==> src/rtl/cr_pkg.sv <==
// Shared helpers for the clip and requantize stage.
// Assumes widths of at least 2 bits wherever a peak code is asked for.
package cr_pkg;

    // Largest positive code a signed word of the given width holds symmetrically.
    function automatic int unsigned peak_code(input int unsigned width);
        return (32'd1 << (width - 1)) - 32'd1;
    endfunction

endpackage

==> src/rtl/cr_cfg_shadow.sv <==
// Holds the threshold and gain in force for the current frame.
// New values are taken only when load is high, and they apply to that beat too.
// Assumes GAIN_FRAC < GAIN_W so that a gain of 1.0 is representable.
module cr_cfg_shadow #(
    parameter int THR_W     = 11,
    parameter int GAIN_W    = 10,
    parameter int GAIN_FRAC = 8
) (
    input  logic              clk,
    input  logic              rst_n,
    input  logic              load,
    input  logic [THR_W-1:0]  cfg_thr,
    input  logic [GAIN_W-1:0] cfg_gain,
    output logic [THR_W-1:0]  eff_thr,
    output logic [GAIN_W-1:0] eff_gain
);
    localparam logic [THR_W-1:0]  THR_RST  = '1;
    localparam logic [GAIN_W-1:0] GAIN_RST = {{(GAIN_W-1){1'b0}}, 1'b1} << GAIN_FRAC;

    logic [THR_W-1:0]  act_thr;
    logic [GAIN_W-1:0] act_gain;

    // Pick the settings for this beat: fresh ones on a frame start, else held.
    always_comb begin
        eff_thr  = load ? cfg_thr  : act_thr;
        eff_gain = load ? cfg_gain : act_gain;
    end

    // Capture requested settings at a frame start, restore defaults on reset.
    always_ff @(posedge clk) begin
        if (!rst_n) begin
            act_thr  <= THR_RST;
            act_gain <= GAIN_RST;
        end else if (load) begin
            act_thr  <= cfg_thr;
            act_gain <= cfg_gain;
        end
    end


    hold_cfg_chk: assert property (@(posedge clk) disable iff (!rst_n)
        ($past(rst_n) && !$past(load)) |-> ($stable(act_thr) && $stable(act_gain)));

endmodule

==> src/rtl/cr_lane_clip.sv <==
// First pipeline stage of one lane: limits a signed sample to +/- thr and
// registers it as sign and magnitude, plus a flag when limiting happened.
// Assumes thr is an unsigned magnitude one bit narrower than the sample.
module cr_lane_clip #(
    parameter int IN_W = 12
) (
    input  logic            clk,
    input  logic            rst_n,
    input  logic [IN_W-1:0] x,
    input  logic [IN_W-2:0] thr,
    output logic            neg,
    output logic [IN_W-2:0] mag,
    output logic            over
);
    logic            x_neg;
    logic [IN_W-1:0] abs_x;
    logic            over_c;

    // Take the magnitude of the sample and compare it with the threshold.
    always_comb begin
        x_neg  = x[IN_W-1];
        abs_x  = x_neg ? (~x + 1'b1) : x;
        over_c = abs_x > {1'b0, thr};
    end

    // Register the limited magnitude, its sign and the limit flag.
    always_ff @(posedge clk) begin
        if (!rst_n) begin
            neg  <= 1'b0;
            mag  <= '0;
            over <= 1'b0;
        end else begin
            neg  <= x_neg;
            mag  <= over_c ? thr : abs_x[IN_W-2:0];
            over <= over_c;
        end
    end


    mag_bound_chk: assert property (@(posedge clk) disable iff (!rst_n)
        $past(rst_n) |-> (mag <= $past(thr)));


    clip_level_chk: assert property (@(posedge clk) disable iff (!rst_n)
        over |-> (mag == $past(thr)));

endmodule

==> src/rtl/cr_lane_scale.sv <==
// Second pipeline stage of one lane: multiplies the limited magnitude by the
// gain, rounds half away from zero, saturates to the symmetric code range and
// restores the sign. Assumes GAIN_FRAC >= 1 and IN_W + GAIN_W > OUT_W.
module cr_lane_scale #(
    parameter int IN_W      = 12,
    parameter int GAIN_W    = 10,
    parameter int GAIN_FRAC = 8,
    parameter int OUT_W     = 6
) (
    input  logic             clk,
    input  logic             rst_n,
    input  logic             neg,
    input  logic [IN_W-2:0]  mag,
    input  logic [GAIN_W-1:0] gain,
    output logic [OUT_W-1:0] y
);
    localparam int MAG_W  = IN_W - 1;
    localparam int PROD_W = MAG_W + GAIN_W + 1;
    localparam int PEAK   = int'(cr_pkg::peak_code(OUT_W));
    localparam logic [PROD_W-1:0] HALF     = {{(PROD_W-1){1'b0}}, 1'b1} << (GAIN_FRAC - 1);
    localparam logic [PROD_W-1:0] PEAK_P   = PROD_W'(PEAK);
    localparam logic [OUT_W-1:0]  MIN_CODE = {1'b1, {(OUT_W-1){1'b0}}};

    logic [PROD_W-1:0] prod;
    logic [PROD_W-1:0] rnd;
    logic [OUT_W-2:0]  lvl;
    logic [OUT_W-1:0]  pos;
    logic [OUT_W-1:0]  y_d;

    // Scale, round, clamp and sign the magnitude into a converter code.
    always_comb begin
        prod = PROD_W'(mag) * PROD_W'(gain) + HALF;
        rnd  = prod >> GAIN_FRAC;
        lvl  = (rnd > PEAK_P) ? PEAK_P[OUT_W-2:0] : rnd[OUT_W-2:0];
        pos  = {1'b0, lvl};
        y_d  = neg ? (~pos + 1'b1) : pos;
    end

    // Register the code.
    always_ff @(posedge clk) begin
        if (!rst_n) y <= '0;
        else        y <= y_d;
    end


    no_min_code_chk: assert property (@(posedge clk) disable iff (!rst_n)
        y != MIN_CODE);

endmodule

==> src/rtl/clip_requant.sv <==
// Clip and requantize stage: LANES signed samples per beat are limited to a
// frame-wide threshold, scaled by a frame-wide gain and rounded to OUT_W-bit
// converter codes. Latency is two cycles, and valid travels with the data.
// Settings load on a beat with in_valid and in_sof both high.
module clip_requant #(
    parameter int LANES     = 4,
    parameter int IN_W      = 12,
    parameter int OUT_W     = 6,
    parameter int GAIN_W    = 10,
    parameter int GAIN_FRAC = 8
) (
    input  logic                   clk,
    input  logic                   rst_n,
    input  logic                   in_valid,
    input  logic                   in_sof,
    input  logic [LANES*IN_W-1:0]  in_data,
    input  logic [IN_W-2:0]        cfg_thresh,
    input  logic [GAIN_W-1:0]      cfg_gain,
    output logic                   out_valid,
    output logic [LANES*OUT_W-1:0] out_data,
    output logic                   out_clip
);
    localparam int THR_W = IN_W - 1;

    logic              load;
    logic [THR_W-1:0]  eff_thr;
    logic [GAIN_W-1:0] eff_gain;
    logic              v1;
    logic [GAIN_W-1:0] g1;
    logic [LANES-1:0]  s1_neg;
    logic [LANES-1:0]  s1_over;
    logic [THR_W-1:0]  s1_mag [LANES];

    // A frame start needs both valid and start-of-frame.
    assign load = in_valid & in_sof;

    cr_cfg_shadow #(
        .THR_W     (THR_W),
        .GAIN_W    (GAIN_W),
        .GAIN_FRAC (GAIN_FRAC)
    ) u_shadow (
        .clk      (clk),
        .rst_n    (rst_n),
        .load     (load),
        .cfg_thr  (cfg_thresh),
        .cfg_gain (cfg_gain),
        .eff_thr  (eff_thr),
        .eff_gain (eff_gain)
    );

    for (genvar i = 0; i < LANES; i++) begin : g_lane
        cr_lane_clip #(
            .IN_W (IN_W)
        ) u_clip (
            .clk   (clk),
            .rst_n (rst_n),
            .x     (in_data[i*IN_W +: IN_W]),
            .thr   (eff_thr),
            .neg   (s1_neg[i]),
            .mag   (s1_mag[i]),
            .over  (s1_over[i])
        );

        cr_lane_scale #(
            .IN_W      (IN_W),
            .GAIN_W    (GAIN_W),
            .GAIN_FRAC (GAIN_FRAC),
            .OUT_W     (OUT_W)
        ) u_scale (
            .clk   (clk),
            .rst_n (rst_n),
            .neg   (s1_neg[i]),
            .mag   (s1_mag[i]),
            .gain  (g1),
            .y     (out_data[i*OUT_W +: OUT_W])
        );
    end

    // Stage 1 side band: valid and the gain that belongs to the beat.
    always_ff @(posedge clk) begin
        if (!rst_n) begin
            v1 <= 1'b0;
            g1 <= '0;
        end else begin
            v1 <= in_valid;
            g1 <= eff_gain;
        end
    end

    // Stage 2 side band: output valid and the beat-wide limit flag.
    always_ff @(posedge clk) begin
        if (!rst_n) begin
            out_valid <= 1'b0;
            out_clip  <= 1'b0;
        end else begin
            out_valid <= v1;
            out_clip  <= v1 & (|s1_over);
        end
    end


    valid_lat_chk: assert property (@(posedge clk) disable iff (!rst_n)
        ($past(rst_n, 1) && $past(rst_n, 2)) |-> (out_valid == $past(in_valid, 2)));


    clip_needs_valid_chk: assert property (@(posedge clk) disable iff (!rst_n)
        out_clip |-> out_valid);

endmodule

==> config.mk <==
export PLATFORM = sky130hd
export DESIGN_NAME = clip_requant
export DESIGN_NICKNAME = d
export VERILOG_FILES = /design/src/rtl/cr_pkg.sv /design/src/rtl/cr_cfg_shadow.sv /design/src/rtl/cr_lane_clip.sv /design/src/rtl/cr_lane_scale.sv /design/src/rtl/clip_requant.sv
export SDC_FILE = /design/constraint.sdc
export NUM_CORES = 1
export LEC_CHECK = 0
export ABC_AREA = 1
export BUFFER_PORTS_ARGS = -buffer_cell sky130_fd_sc_hd__buf_2
export CORE_UTILIZATION = 59
export DETAILED_ROUTE_END_ITERATION = 6
export PLACE_DENSITY = 0.78
export SLEW_MARGIN = 30
export SYNTH_ARGS = -nofsm -noshare
export SYNTH_HDL_FRONTEND = slang
export SYNTH_SLANG_ARGS = --single-unit
export TNS_END_PERCENT = 50
==> constraint.sdc <==
create_clock -name clk -period 5.75 [get_ports clk]
set_input_delay 1.15 -clock clk [delete_from_list [all_inputs] [get_ports clk]]
set_output_delay 1.15 -clock clk [all_outputs]
set_load 0.02 [all_outputs]
# Word level (Yosys, flattened, before mapping)
# Index checks and enable logic that the tools add are counted.
dict set report totals {
  ff_bits 110
  in_bits 73
  out_inout_bits 26
  elab_cells 83
}
dict set report classes {
  addsub 12
  mul 4
  magnitude_cmp 8
  n_mux 18
  n_bitwise 10
  n_reduce_logical 5
}
# cell count
set ops {}
lappend ops {{21-bit by 8-bit adder with 22-bit output, second input constant} 4}
lappend ops {{11-bit by 10-bit multiplier with 21-bit output} 4}
lappend ops {{14-bit by 5-bit greater-than comparator with 1-bit output, second input constant} 4}
lappend ops {{11-bit two-way mux} 5}
lappend ops {{12-bit by 1-bit adder with 12-bit output, second input constant} 4}
lappend ops {{12-bit by 11-bit greater-than comparator with 1-bit output} 4}
lappend ops {{12-bit two-way mux} 4}
lappend ops {{12-bit NOT} 4}
lappend ops {{5-bit two-way mux} 8}
lappend ops {{6-bit by 1-bit adder with 6-bit output, second input constant} 4}
lappend ops {{5-bit NOT with 6-bit output} 4}
lappend ops {{10-bit two-way mux} 1}
lappend ops {{2-bit AND reduction} 4}
lappend ops {{4-bit OR reduction} 1}
lappend ops {{1-bit AND} 2}

# Depth between registers and ports, before layout
# Gate-level depths: netlist of the first run.
dict set report depth {
  depth_word 7
  depth_mapped 33
  ltp_nobuf 31
}

# Cells and area by module
# Synthesis of the first run repeated with hierarchy kept, for this count alone.
dict set report unflattened {
  hier_cells 3381
  hier_area_um2 24352.1
}
# module n_inst cells_per_inst area_per_inst_um2 seq_area_each_um2
set modules_own_cells {}
lappend modules_own_cells {{cr_lane_scale at g_lane[0].u_scale ...} 2 626 4430.5 120.1}
lappend modules_own_cells {cr_lane_clip 4 165 1303.8 260.2}
lappend modules_own_cells {{cr_lane_scale at g_lane[3].u_scale} 1 661 4564.4 120.1}
lappend modules_own_cells {{cr_lane_scale at g_lane[2].u_scale} 1 626 4439.3 120.1}
lappend modules_own_cells {cr_cfg_shadow 1 139 890.9 420.4}
lappend modules_own_cells {clip_requant 1 43 381.6 260.2}

# Worst setup path after synthesis of the first run
# No wires, ideal clock.
dict set report synth_path {
  kind {reg2reg}
  startpoint {reg g1[1]}
  endpoint {reg g_lane[3].u_scale.y[4]}
  setup_time_ns 0.115
  arrival_time_ns 5.427
  t_required_ns 5.635
  setup_slack_ns 0.208
  stages_incl_launch_ff 28
  path_buffers 2
  period_less_slack_ns 5.542
  cell_sequence {dfxtp_1 -> buf_2 -> buf_1 -> nand2_1 -> fa_1 -> fa_1 -> fa_1 -> inv_1 -> fa_1 -> inv_1 -> fa_1 -> inv_1 -> ha_1 -> nand2_1 -> inv_1 -> nand2_1 -> nand2_1 -> a21oi_1 -> nand2_1 -> nand2_1 -> nand2_1 -> xor2_1 -> nor2_2 -> nand3_2 -> nor2_4 -> nand2_1 -> a21oi_1 -> nor2_1}
}
dict set report synth_between {
  elab_chain_cells 7
}
# element line_no
set synth_lines {}
lappend synth_lines {{from (decl)} clip_requant.sv:29} ;# logic [GAIN_W-1:0] g1;
lappend synth_lines {{from (signal assigned)} clip_requant.sv:86} ;# g1 <= eff_gain;
lappend synth_lines {{11-bit by 10-bit multiplier with 21-bit output (*)} cr_lane_scale.sv:32} ;# prod = PROD_W'(mag) * PROD_W'(gain) + HALF;
lappend synth_lines {{21-bit by 8-bit adder with 22-bit output (*)} cr_lane_scale.sv:32}
lappend synth_lines {{14-bit by 5-bit greater-than comparator with 1-bit output} cr_lane_scale.sv:34} ;# lvl = (rnd > PEAK_P) ? PEAK_P[OUT_W-2:0] : rnd[OUT_W-2:0];
lappend synth_lines {{5-bit two-way mux (*)} cr_lane_scale.sv:34}
lappend synth_lines {{5-bit NOT with 6-bit output} cr_lane_scale.sv:36} ;# y_d = neg ? (~pos + 1'b1) : pos;
lappend synth_lines {{6-bit by 1-bit adder with 6-bit output} cr_lane_scale.sv:36}
lappend synth_lines {{5-bit two-way mux (*)} cr_lane_scale.sv:36}
lappend synth_lines {{to (signal assigned)} cr_lane_scale.sv:42} ;# else y <= y_d;
lappend synth_lines {{to (decl)} cr_lane_scale.sv:15} ;# output logic [OUT_W-1:0] y
# Every way passes the cells marked *; elsewhere a longest branch is shown, timed or not.
# A chain may end at the register's enable or synchronous reset.

# Worst setup path after layout of the first run
dict set report layout_path {
  startpoint {reg g1[4]}
  endpoint {reg g_lane[0].u_scale.y[4]}
}
dict set report layout_between {
  elab_chain_cells 7
}
# element line_no
set layout_lines {}
lappend layout_lines {{11-bit by 10-bit multiplier with 21-bit output (*)} cr_lane_scale.sv:32}
lappend layout_lines {{21-bit by 8-bit adder with 22-bit output (*)} cr_lane_scale.sv:32}
lappend layout_lines {{14-bit by 5-bit greater-than comparator with 1-bit output} cr_lane_scale.sv:34}
lappend layout_lines {{5-bit two-way mux (*)} cr_lane_scale.sv:34}
lappend layout_lines {{5-bit NOT with 6-bit output} cr_lane_scale.sv:36}
lappend layout_lines {{6-bit by 1-bit adder with 6-bit output} cr_lane_scale.sv:36}
lappend layout_lines {{5-bit two-way mux (*)} cr_lane_scale.sv:36}
lappend layout_lines {{to (signal assigned)} cr_lane_scale.sv:42}
lappend layout_lines {{to (decl)} cr_lane_scale.sv:15}
# Marks and branches as above.

==> qor.yml, run 1 <==
status: "completed"
synth_edf_count: 0
path_clk_slew_ps: 90
cts_tree: "yes"
critPathKind: "reg -> reg"
ys_seq_elements: 101
coreArea_um2: 36610
dieHeight_um: 194.8
diodes: 0
synthAdderAreaFrac_pct: 42.93
synth.distinct_cells: 34
tns_ps: 0
period_needed_ps: 5532
insertion_delay_ps: 380
clockBufferDepth: 2
tightest_slew_ps: 1005
hold_violations: 0
cts-root-buf: "clkbuf_16"
crit_start: "g1[4]"
dp_hpwl_mm: 44.63
htreeDepth: 3
drc: 0
postSynthCellCount: 3146
fill_cells: 3061
finalSetupViolations: 0
netlist_top_cells_area: "fa_1 (26%), ha_1 (17%), nand2_1 (15%)"
dieArea_um2: 37960
ant_nets: 0
grt_max_degree: 86
synth_top_cell_area_share_pct: 26.28
synth_common_cells: "nand2_1 (864), inv_1 (782), ha_1 (292)"
cap_violations: 0
grt_use_total_pct: 30.14
yosysMostFrequentCell: "nand2_1"
path_common_cell: "nand2_1"
fin_area_um2: 24540
firstDrtPassIters: 6
viasPerCell: 5.392
r2r_start: "g1[4]"
hold_path.class: "reg -> reg"
wirelength_mm: 57.93
yosys_warnings: 0
grt_pass1_vias: 20060
crit_slowest_cell: "fa_1"
leakage_nw: 14.79
path_max_fanout: 7
num_io_pins: 99
cts_sinks: 101
overflow: 0
ys_seq_area_share_pct: 9.216
dpl_cell_area_um2: 23100
utilization_pct: 67.03
syn_area_um2: 21940
antenna_found_initial: 3
cp_slowest_stage_delay_ps: 550
finalHoldWorstSlack_ps: 456.3
wl_per_cell_um: 15.66
crit_path_end_kind: "flop"
relSlewSlack_pct: 32.57
synth-simple-area-share_pct: 23.13
synth_top_family_by_area: "adder cells"
peakVddDrop_mv: 0.1422
drive_above_1_share_pct: 11.97
ys.flop_type: "dfxtp_1"
gp_congestion: 0.9319
powerDensity_nw_per_um2: 190.6
yosys.area_share.xor_xnor_pct: 2.355
drtIter0Drc: 1445
stdcell_count: 3700
synth_async_sr_flop_share_pct: 0
synth_compound_area_share_pct: 6.907
period_share_pct: 96.21
num_vias: 19950
final_nets: 3880
die_w_um: 194.8
synth_fp_nets: 3799
cts_made_buffers: 9
numPortBuffers: 98
placed_cells: 3651
grt_pass1_wl_mm: 93.87
syn_area_per_cell_um2: 6.973
slew_violations: 0
required_ps: 6060
start_util_pct: 59.92
max_freq_mhz: 180.8
synth_top_area_cell: "fa_1"
rows: 70
start_kind: "flop"
crit_arrival_ps: 5840
skew_ps: 16.83
syn_to_final_growth_pct: 11.86
min_from: "v1"
synthMuxAreaShare_pct: 0
stage by stage:
step / power, mW / setup slack [ps]
final: 4.678 / 217.9
after global routing: 5.106 / -73.96
after CTS: 4.226 / 19.61
after detailed placement: 3.556 / 11.12
after global placement: 3.486 / 69.72
after floorplan: 2.833 / 208.2
timing repair:
item                                    CTS  global route
cloned                                    0            10
endpoints found under the setup margin    1            23
endpoints found under the hold margin     0             0
gates resized for setup                   1           168
buffers inserted                          0            23
hold buffers                              0             0
pin swaps                                 0            64
logic make-up (layout without fill, tap and decap cells):
family / count (synthesis) / count (layout)
AO/OA/AOI/OAI: 278 / 278
AND/OR/NAND/NOR: 1228 / 1228
adder cells (fa/ha/maj): 580 / 580
flip-flops: 101 / 101
buffers and inverters: 900 / 986
XOR/XNOR: 59 / 59
per-layer routing:
metal	up-vias	wire length (um)	track usage, %
li1	9530	-	-
met1	9448	23590	39.87
met2	806	27590	50.54
met3	162	4820	5.258
met4	6	1893	8.691
met5	-	32	0
worst max-delay path: cells and delay by family, from the launching register on:
family                     cells  cell delay, ps
adders and majority gates      6            2850
DFF                            1             390
and+or+nand+nor               17            1650
buffers and inverters          7             580
placed cells by master (no fill, tap or decap), types with 33 or more instances in the layout:
cell type,count
a21oi_1,126
buf_2,98
buf_4,60
dfxtp_1,73
fa_1,283
ha_1,268
inv_1,778
nand2_1,838
nand2_2,33
nand3_1,76
nor2_1,142
o21ai_0,72
xor2_1,34
power breakdown:
group | total [mW] | switching, mW | internal (mW) | leakage [nW]
registers | 0.917 | 0.123 | 0.794 | 0.850
logic | 3.10 | 1.91 | 1.19 | 13.8
clock network | 0.659 | 0.346 | 0.313 | 0.152
path summary, 6_finish.rpt:
path                                  to  slack (ps)  cells after the start
setup / recovery  g_lane[0].u_scale.y[4]         220                     30
hold / removal                 out_valid         460                      2
setup reg to reg  g_lane[0].u_scale.y[4]         220                     30
hold reg to reg                out_valid         460                      2
final cells by class:
type | count | area [um2] | area share (%)
well taps | 468 | 585.6 | 2.386
repair buffers | 188 | 1525 | 6.215
clock inverters | 7 | 91.34 | 0.3722
multi-input cells | 2145 | 17100 | 69.69
inverters | 782 | 2935 | 11.96
flip-flops and latches | 101 | 2074 | 8.454
clock buffers | 9 | 225.2 | 0.9178
flip-flops by register name, indices dropped and copies added, names as in the netlist:
signal,cells
g_lane.u_clip.neg,4
g_lane.u_clip.mag,44
u_shadow.act_thr,11
g1,10
out_valid,1
out_clip,1
v1,1
g_lane.u_clip.over,4
u_shadow.act_gain,1
g_lane.u_scale.y,24
(Power assumes the default switching activity.)
==> run 2, diff against run 1 <==
--- a/config.mk
+++ b/config.mk
@@ -10,6 +10,8 @@
 export CORE_UTILIZATION = 59
 export DETAILED_ROUTE_END_ITERATION = 6
 export PLACE_DENSITY = 0.78
+export RECOVER_POWER = 100
+export SETUP_SLACK_MARGIN = 0.5
 export SLEW_MARGIN = 30
 export SYNTH_ARGS = -nofsm -noshare
 export SYNTH_HDL_FRONTEND = slang
==> run 2 against run 1 <==
The flow now finishes with violations (design-rule violations, max-capacitance violations, max-slew violations, negative setup slack). Critical endpoint is now g_lane[1].u_scale.y[3]. Power grew 11%. Hold slack lost 12 ps. Design area grew 5.2%. Wire length grew 15%. Largest power group unchanged.
==> qor.yml, run 2 (synthesis results as in run 1) <==
largest_reg_flops: 44
r2r_start: "g_lane[1].u_clip.mag[6]"
tns_ps: -284.1
clockBufferDepth: 2
skew_ps: 14.16
numPortBuffers: 98
finalSetupViolations: 5
path_clk_slew_ps: 90
top_register: "g_lane.u_clip.mag"
cap_violations: 2
reg_top3: "g_lane.u_clip.mag x44, g_lane.u_scale.y x24, u_shadow.act_thr x11"
gp_congestion: 0.9596
met2_usage_pct: 56.01
netSwitchingPower_mw: 2.662
overflow: 0
drc: 5
start_kind: "flop"
use_met3_pct: 7.132
insertion_delay_ps: 390
whs_path_depth: 2
min_to: "out_valid"
grt_pass1_wl_mm: 102.6
place_ws_ps: -23.44
hold_violations: 0
final_nets: 3944
reg2reg_to: "g_lane[1].u_scale.y[3]"
max_freq_mhz: 171.6
p_clk_share_pct: 12.6
use_met1_pct: 41.13
start_util_pct: 59.92
peakVddDrop_mv: 0.1671
pwr-share-seq_pct: 18.2
num_io_pins: 99
relSlewSlack_pct: -21.52
antenna_found_initial: 4
syn_to_final_growth_pct: 17.63
viasPerCell: 5.608
period_share_pct: 101.4
cts_made_buffers: 9
required_ps: 6080
dieArea_um2: 37960
htreeDepth: 3
layout_commonest_cell: "nand2_1"
cts_tree: "yes"
crit_arrival_ps: 6160
leakage_nw: 15.22
coreArea_um2: 36610
rows: 70
p_int_mw: 2.551
dieHeight_um: 194.8
critPathKind: "reg -> reg"
drive_above_1_share_pct: 17.11
cts-root-buf: "clkbuf_16"
grt_setup_unrepaired: "true"
violations: "design-rule violations, max-capacitance violations, max-slew violations, negative setup slack"
wirelength_mm: 66.84
setup_slack_ps: -79.11
hold_path.class: "reg -> reg"
grt_use_total_pct: 33.88
rrSetupSlack_ps: -80
powerDensity_nw_per_um2: 202.0
finalPower_mw: 5.213
mostFrequentLayoutCells: "nand2_1 (786), inv_1 (756), fa_1 (275)"
crit_path_end_kind: "flop"
cts_sinks: 101
path_max_fanout: 10
dp_hpwl_mm: 45.73
busiest_layer: "met2"
comb_power_share_pct: 69.2
grt_pass1_vias: 21150
ant_nets: 0
swShare_pct: 51.06
firstDrtPassIters: 7
status: "finished with violations"
drtIter0Drc: 1897
die_w_um: 194.8
r2r_cells: 23
wl_per_cell_um: 17.75
grt_max_degree: 45
num_vias: 21120
min_from: "v1"
slew_violations: 25
period_needed_ps: 5829
tightest_slew_ps: 1804
run 2: cell count changes in the layout (fill, tap and decap cells not counted), moves of 22 or more:
cell	before	now
inv_2	3	25
inv_1	778	756
clkbuf_1	0	29
buf_4	60	104
nand2_2	33	68
nand2_1	838	786
buf_2	98	71
run 2: cell type report:
class / count / area (um2)
Multi-Input combinational cell: 2145 / 17680
Fill cell: 2802 / 10800
Inverter: 782 / 2938
Timing Repair Buffer: 252 / 2200
Sequential cell: 101 / 2097
Tap cell: 468 / 585.6
Clock buffer: 10 / 239.0
Clock inverter: 6 / 63.81
Antenna cell: 2 / 5.005
run 2: critical path: stages (launching register included):
cell,delay [ps]
dfxtp_2,500
nand2_1,280
fa_1,770
inv_1,110
fa_1,490
fa_1,540
fa_1,510
inv_1,50
fa_1,480
inv_1,60
ha_4,250
a21oi_1,180
nand2_1,140
a21oi_1,210
a21oi_1,100
a21oi_1,150
nand3_2,120
nor2_4,170
nand3_2,120
nor2_4,200
nand2_2,100
nand3_2,60
nand2_1,50
nor2_1,100
run 2: how the worst max path moves through the flow:
stage / slack, ps / to / depth (start not counted) / startpoint
global placement: 90 / g_lane[1].u_scale.y[4] / 28 / g1[6]
floorplan: 500 / g_lane[3].u_scale.y[4] / 27 / g1[1]
finish: -80 / g_lane[1].u_scale.y[3] / 23 / g_lane[1].u_clip.mag[6]
detailed placement: -20 / g_lane[1].u_scale.y[4] / 28 / g1[6]
global route: -340 / g_lane[1].u_scale.y[3] / 28 / g_lane[1].u_clip.mag[6]
CTS: 370 / g_lane[0].u_scale.y[3] / 24 / g_lane[0].u_clip.mag[2]
run 2: power by group through the flow:
stage          Sequential [mW]  Clock, mW  Combinational [mW]
5_1_grt                  0.953      0.687                3.95
3_5_place_dp             0.934          0                2.65
6_report                 0.948      0.657                3.61
4_1_cts                  0.926      0.658                3.17
3_3_place_gp             0.933          0                2.57
2_1_floorplan            0.877          0                1.97
run 2: repair_timing:
action,CTS,global route
hold buffers,0,0
cloned,12,2
pin swaps,88,139
setup endpoints to repair,24,24
resized for setup,200,171
buffers inserted,49,28
endpoints found under the hold margin,0,0
run 2: routing by layer:
metal  vias to the layer above  wire (um)
met2                      1253      30830
met4                         2       4451
li1                       9666          -
met1                      9809      24540
met5                         -         13
met3                       390       7004
run 2: per-stage QoR:
stage | area [um2] | utilization, % | cells | hold slack (ps)
final | 25810 | 70.49 | 3766 | 444.3
after global routing | 25800 | 70.49 | 3765 | 510.6
after CTS | 24960 | 68.17 | 3734 | 445.5
after detailed placement | 23130 | 63.18 | 3657 | 419.6
after global placement | 23130 | 63.17 | 3657 | 418.4
after floorplan | 22040 | - | 3146 | 405.1
